==> src/rtl/vcic_pkg.sv <==
// Package: shared types of the virtual-channel input controller.
// Assumes one-hot output-port encoding, five router ports.
package vcic_pkg;
    localparam int NUM_PORTS = 5;
    localparam int P_LOCAL   = 0;
    localparam int P_EAST    = 1;
    localparam int P_WEST    = 2;
    localparam int P_NORTH   = 3;
    localparam int P_SOUTH   = 4;

    typedef enum logic [1:0] {
        ST_IDLE   = 2'd0,
        ST_ROUTED = 2'd1,
        ST_ACTIVE = 2'd2
    } vc_state_t;
endpackage

==> src/rtl/vcic_fifo.sv <==
// Module: vcic_fifo
// Flit queue of one virtual channel. Writes are dropped when full; reads are
// ignored when empty. Assumes DEPTH is a power of two.
module vcic_fifo #(
    parameter int DATA_W = 16,
    parameter int DEPTH  = 4
) (
    input  logic              clk,
    input  logic              rst_n,
    input  logic              wr_en,
    input  logic [DATA_W-1:0] wr_data,
    input  logic              rd_en,
    output logic [DATA_W-1:0] front,
    output logic              empty,
    output logic              full
);
    localparam int AW = (DEPTH > 1) ? $clog2(DEPTH) : 1;

    logic [DATA_W-1:0] store [DEPTH];
    logic [AW-1:0]     wr_ptr;
    logic [AW-1:0]     rd_ptr;
    logic [AW:0]       count;
    logic              do_wr;
    logic              do_rd;

    assign empty = (count == '0);
    assign full  = (count == (AW+1)'(DEPTH));
    assign do_wr = wr_en && !full;
    assign do_rd = rd_en && !empty;
    assign front = store[rd_ptr];

    // Storage write: no reset needed on the data array.
    always_ff @(posedge clk) begin
        if (do_wr) store[wr_ptr] <= wr_data;
    end

    // Pointer and occupancy update.
    always_ff @(posedge clk) begin
        if (!rst_n) begin
            wr_ptr <= '0;
            rd_ptr <= '0;
            count  <= '0;
        end else begin
            if (do_wr) wr_ptr <= wr_ptr + 1'b1;
            if (do_rd) rd_ptr <= rd_ptr + 1'b1;
            count <= count + (AW+1)'(do_wr) - (AW+1)'(do_rd);
        end
    end

    AST_NO_OVERFLOW: assert property (@(posedge clk) disable iff (!rst_n)
        (full && !rd_en) |=> full);
endmodule

==> src/rtl/vcic_route.sv <==
// Module: vcic_route
// Dimension-ordered route lookup, X first, then Y. Purely combinational.
// Assumes unsigned mesh coordinates.
module vcic_route
    import vcic_pkg::*;
#(
    parameter int COORD_W = 3,
    parameter int CUR_X   = 3,
    parameter int CUR_Y   = 3
) (
    input  logic [COORD_W-1:0]   dest_x,
    input  logic [COORD_W-1:0]   dest_y,
    output logic [NUM_PORTS-1:0] port
);
    localparam logic [COORD_W-1:0] HERE_X = COORD_W'(CUR_X);
    localparam logic [COORD_W-1:0] HERE_Y = COORD_W'(CUR_Y);

    // Pick one output port, resolving X before Y.
    always_comb begin
        port = '0;
        if (dest_x > HERE_X)      port[P_EAST]  = 1'b1;
        else if (dest_x < HERE_X) port[P_WEST]  = 1'b1;
        else if (dest_y > HERE_Y) port[P_NORTH] = 1'b1;
        else if (dest_y < HERE_Y) port[P_SOUTH] = 1'b1;
        else                      port[P_LOCAL] = 1'b1;
    end
endmodule

==> src/rtl/vcic_ctrl.sv <==
// Module: vcic_ctrl
// Per-packet control of one virtual channel: holds the routed port and the
// allocated output channel, raises requests, decides dequeue.
// Assumes va_grant has at most one bit set; the lowest set bit wins otherwise.
module vcic_ctrl
    import vcic_pkg::*;
#(
    parameter int NUM_OVC = 4,
    parameter int VC_W    = 2
) (
    input  logic                 clk,
    input  logic                 rst_n,
    input  logic                 front_valid,
    input  logic                 front_head,
    input  logic                 front_tail,
    input  logic [NUM_PORTS-1:0] rc_port,
    input  logic [NUM_OVC-1:0]   va_grant,
    input  logic                 sa_grant,
    output logic                 va_req,
    output logic                 sa_req,
    output logic [NUM_PORTS-1:0] req_port,
    output logic [VC_W-1:0]      req_vc,
    output logic                 deq
);
    vc_state_t            state;
    logic [NUM_PORTS-1:0] port_q;
    logic [VC_W-1:0]      vc_q;
    logic                 va_hit;
    logic [VC_W-1:0]      va_idx;

    assign va_hit = |va_grant;

    // Encode the channel grant, lowest index first.
    always_comb begin
        va_idx = '0;
        for (int i = NUM_OVC - 1; i >= 0; i--) begin
            if (va_grant[i]) va_idx = VC_W'(i);
        end
    end

    // Request and dequeue decision for the current state.
    always_comb begin
        va_req   = 1'b0;
        sa_req   = 1'b0;
        req_port = '0;
        req_vc   = '0;
        deq      = 1'b0;
        case (state)
            ST_ROUTED: begin
                va_req   = 1'b1;
                sa_req   = 1'b1;
                req_port = port_q;
                req_vc   = va_idx;
                deq      = va_hit && sa_grant;
            end
            ST_ACTIVE: begin
                if (front_valid) begin
                    sa_req   = 1'b1;
                    req_port = port_q;
                    req_vc   = vc_q;
                    deq      = sa_grant;
                end
            end
            default: ;
        endcase
    end

    // Per-packet state: route capture, channel capture, release on tail.
    always_ff @(posedge clk) begin
        if (!rst_n) begin
            state  <= ST_IDLE;
            port_q <= '0;
            vc_q   <= '0;
        end else begin
            case (state)
                ST_IDLE: begin
                    if (front_valid && front_head) begin
                        state  <= ST_ROUTED;
                        port_q <= rc_port;
                    end
                end
                ST_ROUTED: begin
                    if (deq && front_tail) begin
                        state  <= ST_IDLE;
                        port_q <= '0;
                        vc_q   <= '0;
                    end else if (va_hit) begin
                        state <= ST_ACTIVE;
                        vc_q  <= va_idx;
                    end
                end
                ST_ACTIVE: begin
                    if (deq && front_tail) begin
                        state  <= ST_IDLE;
                        port_q <= '0;
                        vc_q   <= '0;
                    end
                end
                default: state <= ST_IDLE;
            endcase
        end
    end

    AST_REQ_ONEHOT: assert property (@(posedge clk) disable iff (!rst_n)
        (va_req || sa_req) |-> $onehot(req_port));
    AST_DEQ_NEEDS_GRANT: assert property (@(posedge clk) disable iff (!rst_n)
        deq |-> (sa_grant && front_valid));
    AST_HOLD_REQ: assert property (@(posedge clk) disable iff (!rst_n)
        (state == ST_ACTIVE && sa_req && !sa_grant)
        |=> (sa_req && $stable(req_port) && $stable(req_vc)));
    AST_IDLE_AFTER_TAIL: assert property (@(posedge clk) disable iff (!rst_n)
        (deq && front_tail) |=> (!sa_req && !va_req));
endmodule

==> src/rtl/vc_input_ctrl.sv <==
// Module: vc_input_ctrl
// Top of one virtual-channel input: queue, route lookup, control registers
// and registered credit return. Flit: {head, tail, dest_x, dest_y, payload}.
// Assumes the sender never writes while in_full is set.
module vc_input_ctrl
    import vcic_pkg::*;
#(
    parameter int COORD_W   = 3,
    parameter int PAYLOAD_W = 8,
    parameter int DEPTH     = 4,
    parameter int NUM_OVC   = 4,
    parameter int CUR_X     = 3,
    parameter int CUR_Y     = 3,
    localparam int FLIT_W   = 2 + 2 * COORD_W + PAYLOAD_W,
    localparam int VC_W     = (NUM_OVC > 1) ? $clog2(NUM_OVC) : 1
) (
    input  logic                 clk,
    input  logic                 rst_n,
    input  logic                 in_valid,
    input  logic [FLIT_W-1:0]    in_flit,
    output logic                 in_full,
    output logic                 credit_out,
    output logic                 va_req,
    output logic                 sa_req,
    output logic [NUM_PORTS-1:0] req_port,
    output logic [VC_W-1:0]      req_vc,
    input  logic [NUM_OVC-1:0]   va_grant,
    input  logic                 sa_grant,
    output logic                 deq,
    output logic [FLIT_W-1:0]    out_flit
);
    localparam int HEAD_BIT = FLIT_W - 1;
    localparam int TAIL_BIT = FLIT_W - 2;
    localparam int DX_LSB   = PAYLOAD_W + COORD_W;
    localparam int DY_LSB   = PAYLOAD_W;

    logic [FLIT_W-1:0]    front;
    logic                 empty;
    logic [NUM_PORTS-1:0] rc_port;
    logic                 credit_q;

    vcic_fifo #(.DATA_W(FLIT_W), .DEPTH(DEPTH)) u_fifo (
        .clk     (clk),
        .rst_n   (rst_n),
        .wr_en   (in_valid),
        .wr_data (in_flit),
        .rd_en   (deq),
        .front   (front),
        .empty   (empty),
        .full    (in_full)
    );

    vcic_route #(.COORD_W(COORD_W), .CUR_X(CUR_X), .CUR_Y(CUR_Y)) u_route (
        .dest_x (front[DX_LSB +: COORD_W]),
        .dest_y (front[DY_LSB +: COORD_W]),
        .port   (rc_port)
    );

    vcic_ctrl #(.NUM_OVC(NUM_OVC), .VC_W(VC_W)) u_ctrl (
        .clk         (clk),
        .rst_n       (rst_n),
        .front_valid (!empty),
        .front_head  (front[HEAD_BIT]),
        .front_tail  (front[TAIL_BIT]),
        .rc_port     (rc_port),
        .va_grant    (va_grant),
        .sa_grant    (sa_grant),
        .va_req      (va_req),
        .sa_req      (sa_req),
        .req_port    (req_port),
        .req_vc      (req_vc),
        .deq         (deq)
    );

    assign out_flit   = front;
    assign credit_out = credit_q;

    // Credit return: one registered pulse per dequeue.
    always_ff @(posedge clk) begin
        if (!rst_n) credit_q <= 1'b0;
        else        credit_q <= deq;
    end

    AST_CREDIT: assert property (@(posedge clk) disable iff (!rst_n)
        deq |=> credit_out);
    AST_NO_SPURIOUS_CREDIT: assert property (@(posedge clk) disable iff (!rst_n)
        !deq |=> !credit_out);
endmodule

==> config.mk <==
export PLATFORM = sky130hd
export DESIGN_NAME = vc_input_ctrl
export DESIGN_NICKNAME = d
export VERILOG_FILES = /design/src/rtl/vcic_pkg.sv /design/src/rtl/vcic_fifo.sv /design/src/rtl/vcic_route.sv /design/src/rtl/vcic_ctrl.sv /design/src/rtl/vc_input_ctrl.sv
export SDC_FILE = /design/constraint.sdc
export NUM_CORES = 1
export LEC_CHECK = 0
export ABC_AREA = 1
export BUFFER_PORTS_ARGS = -buffer_cell sky130_fd_sc_hd__buf_2
export CAP_MARGIN = 20
export CORE_AREA = 2 2 118 97
export DETAILED_ROUTE_END_ITERATION = 7
export DIE_AREA = 0 0 120 99
export HOLD_SLACK_MARGIN = 0.06
export PLACE_DENSITY = 0.54
export SLEW_MARGIN = 40
export SYNTH_ARGS = -nofsm -noshare
export SYNTH_HDL_FRONTEND = slang
export SYNTH_SLANG_ARGS = --single-unit
==> constraint.sdc <==
create_clock -name clk -period 3.91 [get_ports clk]
set_input_delay 0.1955 -clock clk [delete_from_list [all_inputs] [get_ports clk]]
set_output_delay 0.1955 -clock clk [all_outputs]
set_load 0.05 [all_outputs]
==> flow_summary.json, run 1 <==
{
  "outcome": "complete, no violations",
  "end_kind": "flip-flop",
  "fin_tns_setup_ns": 0,
  "die_y_um": 99,
  "synthTopCellsByCount": "71 x nand2_1, 64 x edfxtp_1, 58 x nor2_1, 45 x inv_1, 22 x o21ai_0",
  "place_hpwl_um": 4900,
  "dieArea_sq_um": 11900,
  "syn_area_sq_um": 3640,
  "seqPwrFrac_pct": 40.5,
  "synth_area_leader_cell": "edfxtp_1",
  "vias_per_cell": 4.44,
  "start_kind": "flip-flop",
  "hold_depth": 1,
  "fin_crit_sh_pct": 64.2,
  "synth_top_area_share_pct": 52.7,
  "skew_ns": 0.00553,
  "cts_buffers": 9,
  "wl_per_cell_um": 13.2,
  "rsz0062_at_grt": "no",
  "hold_path.class": "primary input to flip-flop",
  "ys_seq_area_share_pct": 63.2,
  "first_global_vias": 2515,
  "floorplan.initialDensity_pct": 34.1,
  "antenna_found_initial": 0,
  "syn_to_final_growth_pct": 18.2,
  "regArea_sq_um": 2300,
  "syn_inst": 359,
  "max_freq_mhz": 399,
  "drt_iter0_drc": 138,
  "multi_input_area_sq_um": 1080,
  "diodes": 0,
  "num_vias": 2498,
  "synth_edf_count": 64,
  "slew_headroom_pct": 47.7,
  "grt_pass1_wl_um": 12300,
  "clock_power_share_pct": 28.4,
  "synth_fp_nets": 394,
  "cp_data_arrival_time_ns": 2.73,
  "grt.overflow.total": 0,
  "routed_wl_um": 7430,
  "r2r_end": "u_fifo.count[2]",
  "peakVddDrop_v": 0.000205,
  "cts.sinks": 83,
  "post-route-cell-area_sq_um": 4310,
  "max_slew.worst_pin.slew_ns": 0.784,
  "h-tree-depth": 3,
  "grt_max_degree": 34,
  "yosysUniqueCellTypes": 26,
  "swShare_pct": 36.7,
  "portBuffers": 51,
  "fin_nets": 449,
  "p_leak_nw": 1.83,
  "switching_power_mw": 1.01,
  "hold-worst-slack_ns": 0.0737,
  "clk_transition_reported_paths_ns": 0.06,
  "synthArstFlopShare_pct": 0,
  "die_x_um": 120,
  "clk_latency_ns": 0.33,
  "r2r_slack_ns": 1.40,
  "critPathKind": "flip-flop to flip-flop",
  "fillers": 1086,
  "pwr-share-comb_pct": 31.1,
  "setup_violations": 0,
  "ys.flop_type": "edfxtp_1",
  "placed_area_sq_um": 4030,
  "min_from": "in_flit[7]",
  "clockBufferDepth": 2,
  "path_max_fanout": 5,
  "drc": 0,
  "synthTopCellsByArea": "edfxtp_1 53%, dfxtp_1 10%, nand2_1 7.3%",
  "dp_slack_ns": 1.40,
  "critPathRequiredTime_ns": 4.13,
  "final_antenna_net_count": 0,
  "reg2reg_depth": 15,
  "cts_setup_buffers": 0,
  "power.density_nw_per_um2": 638,
  "gp_routability_congestion": 0.836,
  "synth.most_common_cell": "nand2_1",
  "ys_ff_latch": 83,
  "ctsHoldBuffers": 0,
  "drv_slew": 0,
  "fin_ws_ns": 1.40,
  "cts_resized": 0,
  "rows": 34,
  "hold_end": "u_fifo.store[3][7]",
  "worstReg2RegStart": "u_ctrl.state[0]",
  "tritoncts": "done",
  "drive_gt1_share_pct": 20.5,
  "internal_power_mw": 1.74,
  "finalCriticalPeriod_ns": 2.51,
  "track_usage_pct": 13.4,
  "pin_count": 52,
  "hold_viol_final": 0,
  "power_mw": 2.75,
  "avgSynthCellArea_sq_um": 10.1,
  "dr.pass1.iters": 4,
  "core_area_sq_um": 10700,
  "maxCapViolCount": 0,
  "clockRootBuffer": "clkbuf_16",
  "yosysWarnings": 0
}
## stage by stage
stage / utilization (%) / instances
floorplan: - / 359
global placement: 37.8 / 547
detailed placement: 37.8 / 547
CTS: 40.3 / 563
global route: 40.3 / 563
finish: 40.3 / 563
## kinds of logic after synthesis
logic type | share of synthesized area, %
xor gates and xnor gates | 0.481
DFF | 63.2
and+or+nand+nor | 18.0
buffers and inverters | 7.28
AOI/OAI and AO/OA | 7.11
adders and majority gates | 3.98
## power by group through the flow
stage,sequential (mW),combinational (mW),clock (mW)
2_1_floorplan,1.13,0.675,0
5_1_grt,1.12,0.966,0.836
3_3_place_gp,1.13,0.856,0
6_report,1.11,0.855,0.779
3_5_place_dp,1.13,0.865,0
4_1_cts,1.11,0.869,0.799
## routing by layer
layer,vias up,share of wire [%],GRT usage [%],routed length (um)
met1,1156,47,17.2,3470
li1,1283,-,-,-
met2,48,47,22.0,3510
met3,11,3.9,2.55,293
met5,-,0,0,0
met4,0,2.1,6.52,157
## final cells by class
class,count,share of cell area [%]
Clock buffer,9,5.23
Sequential cell,83,53.5
Timing Repair Buffer,56,6.80
Tap cell,144,4.18
Inverter,48,4.18
Multi-Input combinational cell,216,25.0
Clock inverter,7,1.16
## registers in the layout, summed over array words and instances, names as in the netlist, named ones only
| name | flops |
|---|---|
| u_fifo.store | 64 |
| u_ctrl.port_q | 5 |
| u_fifo.count | 3 |
| u_ctrl.state | 2 |
| u_fifo.rd_ptr | 2 |
| u_ctrl.vc_q | 2 |
| u_fifo.wr_ptr | 2 |
| credit_out | 1 |
## critical path: stages, from the launching register on
cell,delay [ns]
dfxtp_1,0.36
inv_1,0.08
ha_1,0.38
nand2_1,0.09
inv_1,0.06
nand2_1,0.09
inv_2,0.04
nand2_1,0.13
inv_1,0.08
ha_1,0.29
inv_1,0.05
ha_1,0.13
inv_1,0.04
fa_1,0.37
o21ai_0,0.17
a21oi_1,0.05
## cells in the final DEF, fill, tap and decap left out, types with 2 or more instances in the layout
cell type / Yosys / routed
inv_1: 45 / 45
o22ai_1: 9 / 9
clkinvlp_4: 0 / 2
clkbuf_16: 0 / 9
buf_4: 5 / 5
nand3_1: 16 / 16
inv_2: 3 / 3
ha_1: 10 / 10
xor2_1: 2 / 2
nand2_1: 71 / 71
edfxtp_1: 64 / 64
nor2_1: 58 / 58
nand2_2: 4 / 4
a21oi_1: 10 / 10
dfxtp_1: 19 / 19
inv_6: 0 / 3
o21ai_0: 22 / 22
nor2_2: 2 / 2
nand3_2: 3 / 3
buf_2: 5 / 51
o21ai_1: 2 / 2
## worst max path at each step
stage,startpoint,slack [ns],end
after global placement,u_ctrl.state[0],1.47,u_fifo.count[2]
after floorplan,u_ctrl.state[1],0.88,req_port[0]
after CTS,u_ctrl.state[0],1.38,u_fifo.count[2]
final,u_ctrl.state[0],1.40,u_fifo.count[2]
after global routing,u_ctrl.state[0],1.12,u_fifo.count[2]
after detailed placement,u_ctrl.state[0],1.40,u_fifo.count[2]
Note: power is estimated with default switching activity, not from simulation.
==> run 2, diff against run 1 <==
--- a/config.mk
+++ b/config.mk
@@ -5,14 +5,14 @@
 export SDC_FILE = /design/constraint.sdc
 export NUM_CORES = 1
 export LEC_CHECK = 0
-export ABC_AREA = 1
+export ABC_AREA = 0
 export BUFFER_PORTS_ARGS = -buffer_cell sky130_fd_sc_hd__buf_2
 export CAP_MARGIN = 20
-export CORE_AREA = 2 2 118 97
+export CORE_AREA = 2 2 115 95
 export DETAILED_ROUTE_END_ITERATION = 7
-export DIE_AREA = 0 0 120 99
+export DIE_AREA = 0 0 117 97
 export HOLD_SLACK_MARGIN = 0.06
-export PLACE_DENSITY = 0.54
+export PLACE_DENSITY = 0.57
 export SLEW_MARGIN = 40
 export SYNTH_ARGS = -nofsm -noshare
 export SYNTH_HDL_FRONTEND = slang
==> constraint.sdc (replaced) <==
create_clock -name clk -period 2.2 [get_ports clk]
set_input_delay 0.11 -clock clk [delete_from_list [all_inputs] [get_ports clk]]
set_output_delay 0.11 -clock clk [all_outputs]
set_load 0.05 [all_outputs]
==> flow_summary.json, run 2 <==
{
  "path_max_fanout": 3,
  "rows": 33,
  "peakVddDrop_v": 0.000437,
  "fin_ws_ns": -0.139,
  "cp_data_arrival_time_ns": 2.56,
  "grt_max_degree": 24,
  "final_cell_mix": "64 x edfxtp_1, 46 x buf_2, 28 x buf_4",
  "grt_pass1_wl_um": 10500,
  "vias_per_cell": 4.58,
  "outcome": "finished, violations left",
  "r2r_slack_ns": -0.14,
  "violations": "setup timing",
  "dp_slack_ns": -0.140,
  "final_cell_count_no_fill": 453,
  "synth.most_common_cell": "edfxtp_1",
  "grt.overflow.total": 0,
  "ys_ff_latch": 83,
  "core_area_sq_um": 10100,
  "syn_inst": 215,
  "hold_depth": 5,
  "hold_viol_final": 0,
  "fin_tns_setup_ns": -0.139,
  "clk_transition_reported_paths_ns": 0.06,
  "yosysUniqueCellTypes": 42,
  "clk_latency_ns": 0.33,
  "h-tree-depth": 3,
  "startpoint": "u_ctrl.state[0]",
  "synth_edf_count": 64,
  "global_route.usage.met2_pct": 20.0,
  "cts_setup_buffers": 0,
  "floorplan.initialDensity_pct": 34.7,
  "fin_crit_sh_pct": 106,
  "cts.sinks": 83,
  "end_kind": "flip-flop",
  "drv_slew": 0,
  "post-route-util_pct": 45.4,
  "clockBufferDepth": 2,
  "hold_path.class": "primary input to flip-flop",
  "syn_area_sq_um": 3510,
  "die_x_um": 117,
  "final_antenna_net_count": 0,
  "portBuffers": 51,
  "gr-max-usage-layer": "met2",
  "yosysWarnings": 0,
  "critPathKind": "flip-flop to flip-flop",
  "routed_wl_um": 6620,
  "largest_reg_flops": 64,
  "cts_buffers": 9,
  "fillers": 892,
  "diodes": 0,
  "reg2reg_depth": 12,
  "placed_area_sq_um": 4110,
  "synthTopCellsByCount": "64 x edfxtp_1, 19 x dfxtp_1, 17 x and2_1, 12 x nand2_1, 10 x ha_1",
  "antenna_found_initial": 0,
  "grt_util_met3_pct": 2.63,
  "place_hpwl_um": 4520,
  "drive_gt1_share_pct": 38.3,
  "largest_register": "u_fifo.store",
  "drt_iter0_drc": 68,
  "worstReg2RegStart": "u_ctrl.state[0]",
  "die_y_um": 97,
  "grt_use_met1_pct": 15.8,
  "drc": 0,
  "ys.flop_type": "edfxtp_1",
  "syn_to_final_growth_pct": 30.9,
  "max_slew.worst_pin.slew_ns": 0.389,
  "maxCapViolCount": 0,
  "rsz0062_at_grt": "yes",
  "synthArstFlopShare_pct": 0,
  "track_usage_pct": 12.2,
  "post-route-cell-area_sq_um": 4590,
  "num_vias": 2073,
  "fin_nets": 343,
  "place_inst": 421,
  "critPathRequiredTime_ns": 2.42,
  "synthTopCellsByArea": "edfxtp_1 55%, dfxtp_1 11%, mux4_2 5.8%",
  "top_regs": "u_fifo.store x64, u_ctrl.port_q x5, u_fifo.count x3",
  "hold-worst-slack_ns": 0.197,
  "clockRootBuffer": "clkbuf_16",
  "avgSynthCellArea_sq_um": 16.3,
  "pin_count": 52,
  "power.density_nw_per_um2": 1050,
  "synth_area_leader_cell": "edfxtp_1",
  "max_freq_mhz": 427,
  "ys_seq_area_share_pct": 65.6,
  "wl_per_cell_um": 14.6,
  "finalCriticalPeriod_ns": 2.34,
  "start_kind": "flip-flop",
  "setup_violations": 1,
  "first_global_vias": 2086,
  "gp_routability_congestion": 0.732,
  "synth_top_area_share_pct": 54.8,
  "tritoncts": "done",
  "slew_headroom_pct": 74.1,
  "dieArea_sq_um": 11300,
  "dr.pass1.iters": 4,
  "power_mw": 4.81,
  "p_leak_nw": 1.77,
  "skew_ns": 0.00380,
  "final_common_cell": "edfxtp_1",
  "r2r_end": "u_fifo.count[2]",
  "synth_fp_nets": 250,
  "endpoint": "u_fifo.count[2]"
}
==> run 2: power breakdown <==
part           total, mW  switching (mW)  internal (mW)  leakage, nW
sequential          1.97          0.0685           1.90        0.743
clock               1.44           0.645          0.796        0.141
combinational       1.40           0.833          0.569        0.890
total               4.81            1.55           3.26         1.77
==> run 2: kinds of logic after synthesis <==
kind of cell	count (synthesis)	share of synthesized area, %
DFF	83	65.6
adders and majority gates	11	4.14
buffers and inverters	19	2.57
and+or+nand+nor	55	8.88
muxes	23	13.0
xor gates and xnor gates	5	1.25
AOI/OAI and AO/OA	19	4.56
==> run 2: routing by layer <==
metal | vias to the layer above | share of wire (%)
met5 | - | 0
met4 | 0 | 1.2
met3 | 7 | 3.6
met2 | 44 | 50
li1 | 1013 | -
met1 | 1009 | 45
==> run 2: cell type report <==
class                      count  area (sq um)  area share [%]
timing repair buffer          93           623            13.6
tap                          140           175            3.81
inverter                       8          32.5           0.708
sequential                    83          2310            50.2
multi-input combinational    113          1160            25.4
clock inverter                 7          65.1            1.42
clock buffer                   9           225            4.90
==> run 2: worst max-delay path, stage by stage, from the launching register on <==
cell	delay [ns]
dfxtp_4	0.37
inv_2	0.05
ha_4	0.23
and2_4	0.13
o211a_1	0.12
ha_1	0.30
inv_1	0.06
ha_2	0.17
inv_2	0.04
fa_2	0.34
xnor2_2	0.15
xnor2_1	0.12
and2_1	0.15
==> run 2: how the worst min path moves through the flow <==
stage / start / endpoint / slack (ns)
floorplan: in_flit[0] / u_fifo.store[0][0] / 0.21
global placement: in_flit[8] / u_fifo.store[1][8] / 0.32
detailed placement: in_flit[2] / u_fifo.store[1][2] / 0.33
CTS: va_grant[0] / u_ctrl.vc_q[1] / 0.19
global route: va_grant[1] / u_ctrl.vc_q[1] / 0.22
finish: va_grant[0] / u_ctrl.vc_q[0] / 0.20
==> run 2: repair_timing <==
action | in CTS | in global routing
hold buffers | 16 | 0
gates resized for setup | 4 | 12
endpoints found under the setup margin | 1 | 5
endpoints found under the hold margin | 64 | 0
pin swaps | 1 | 0
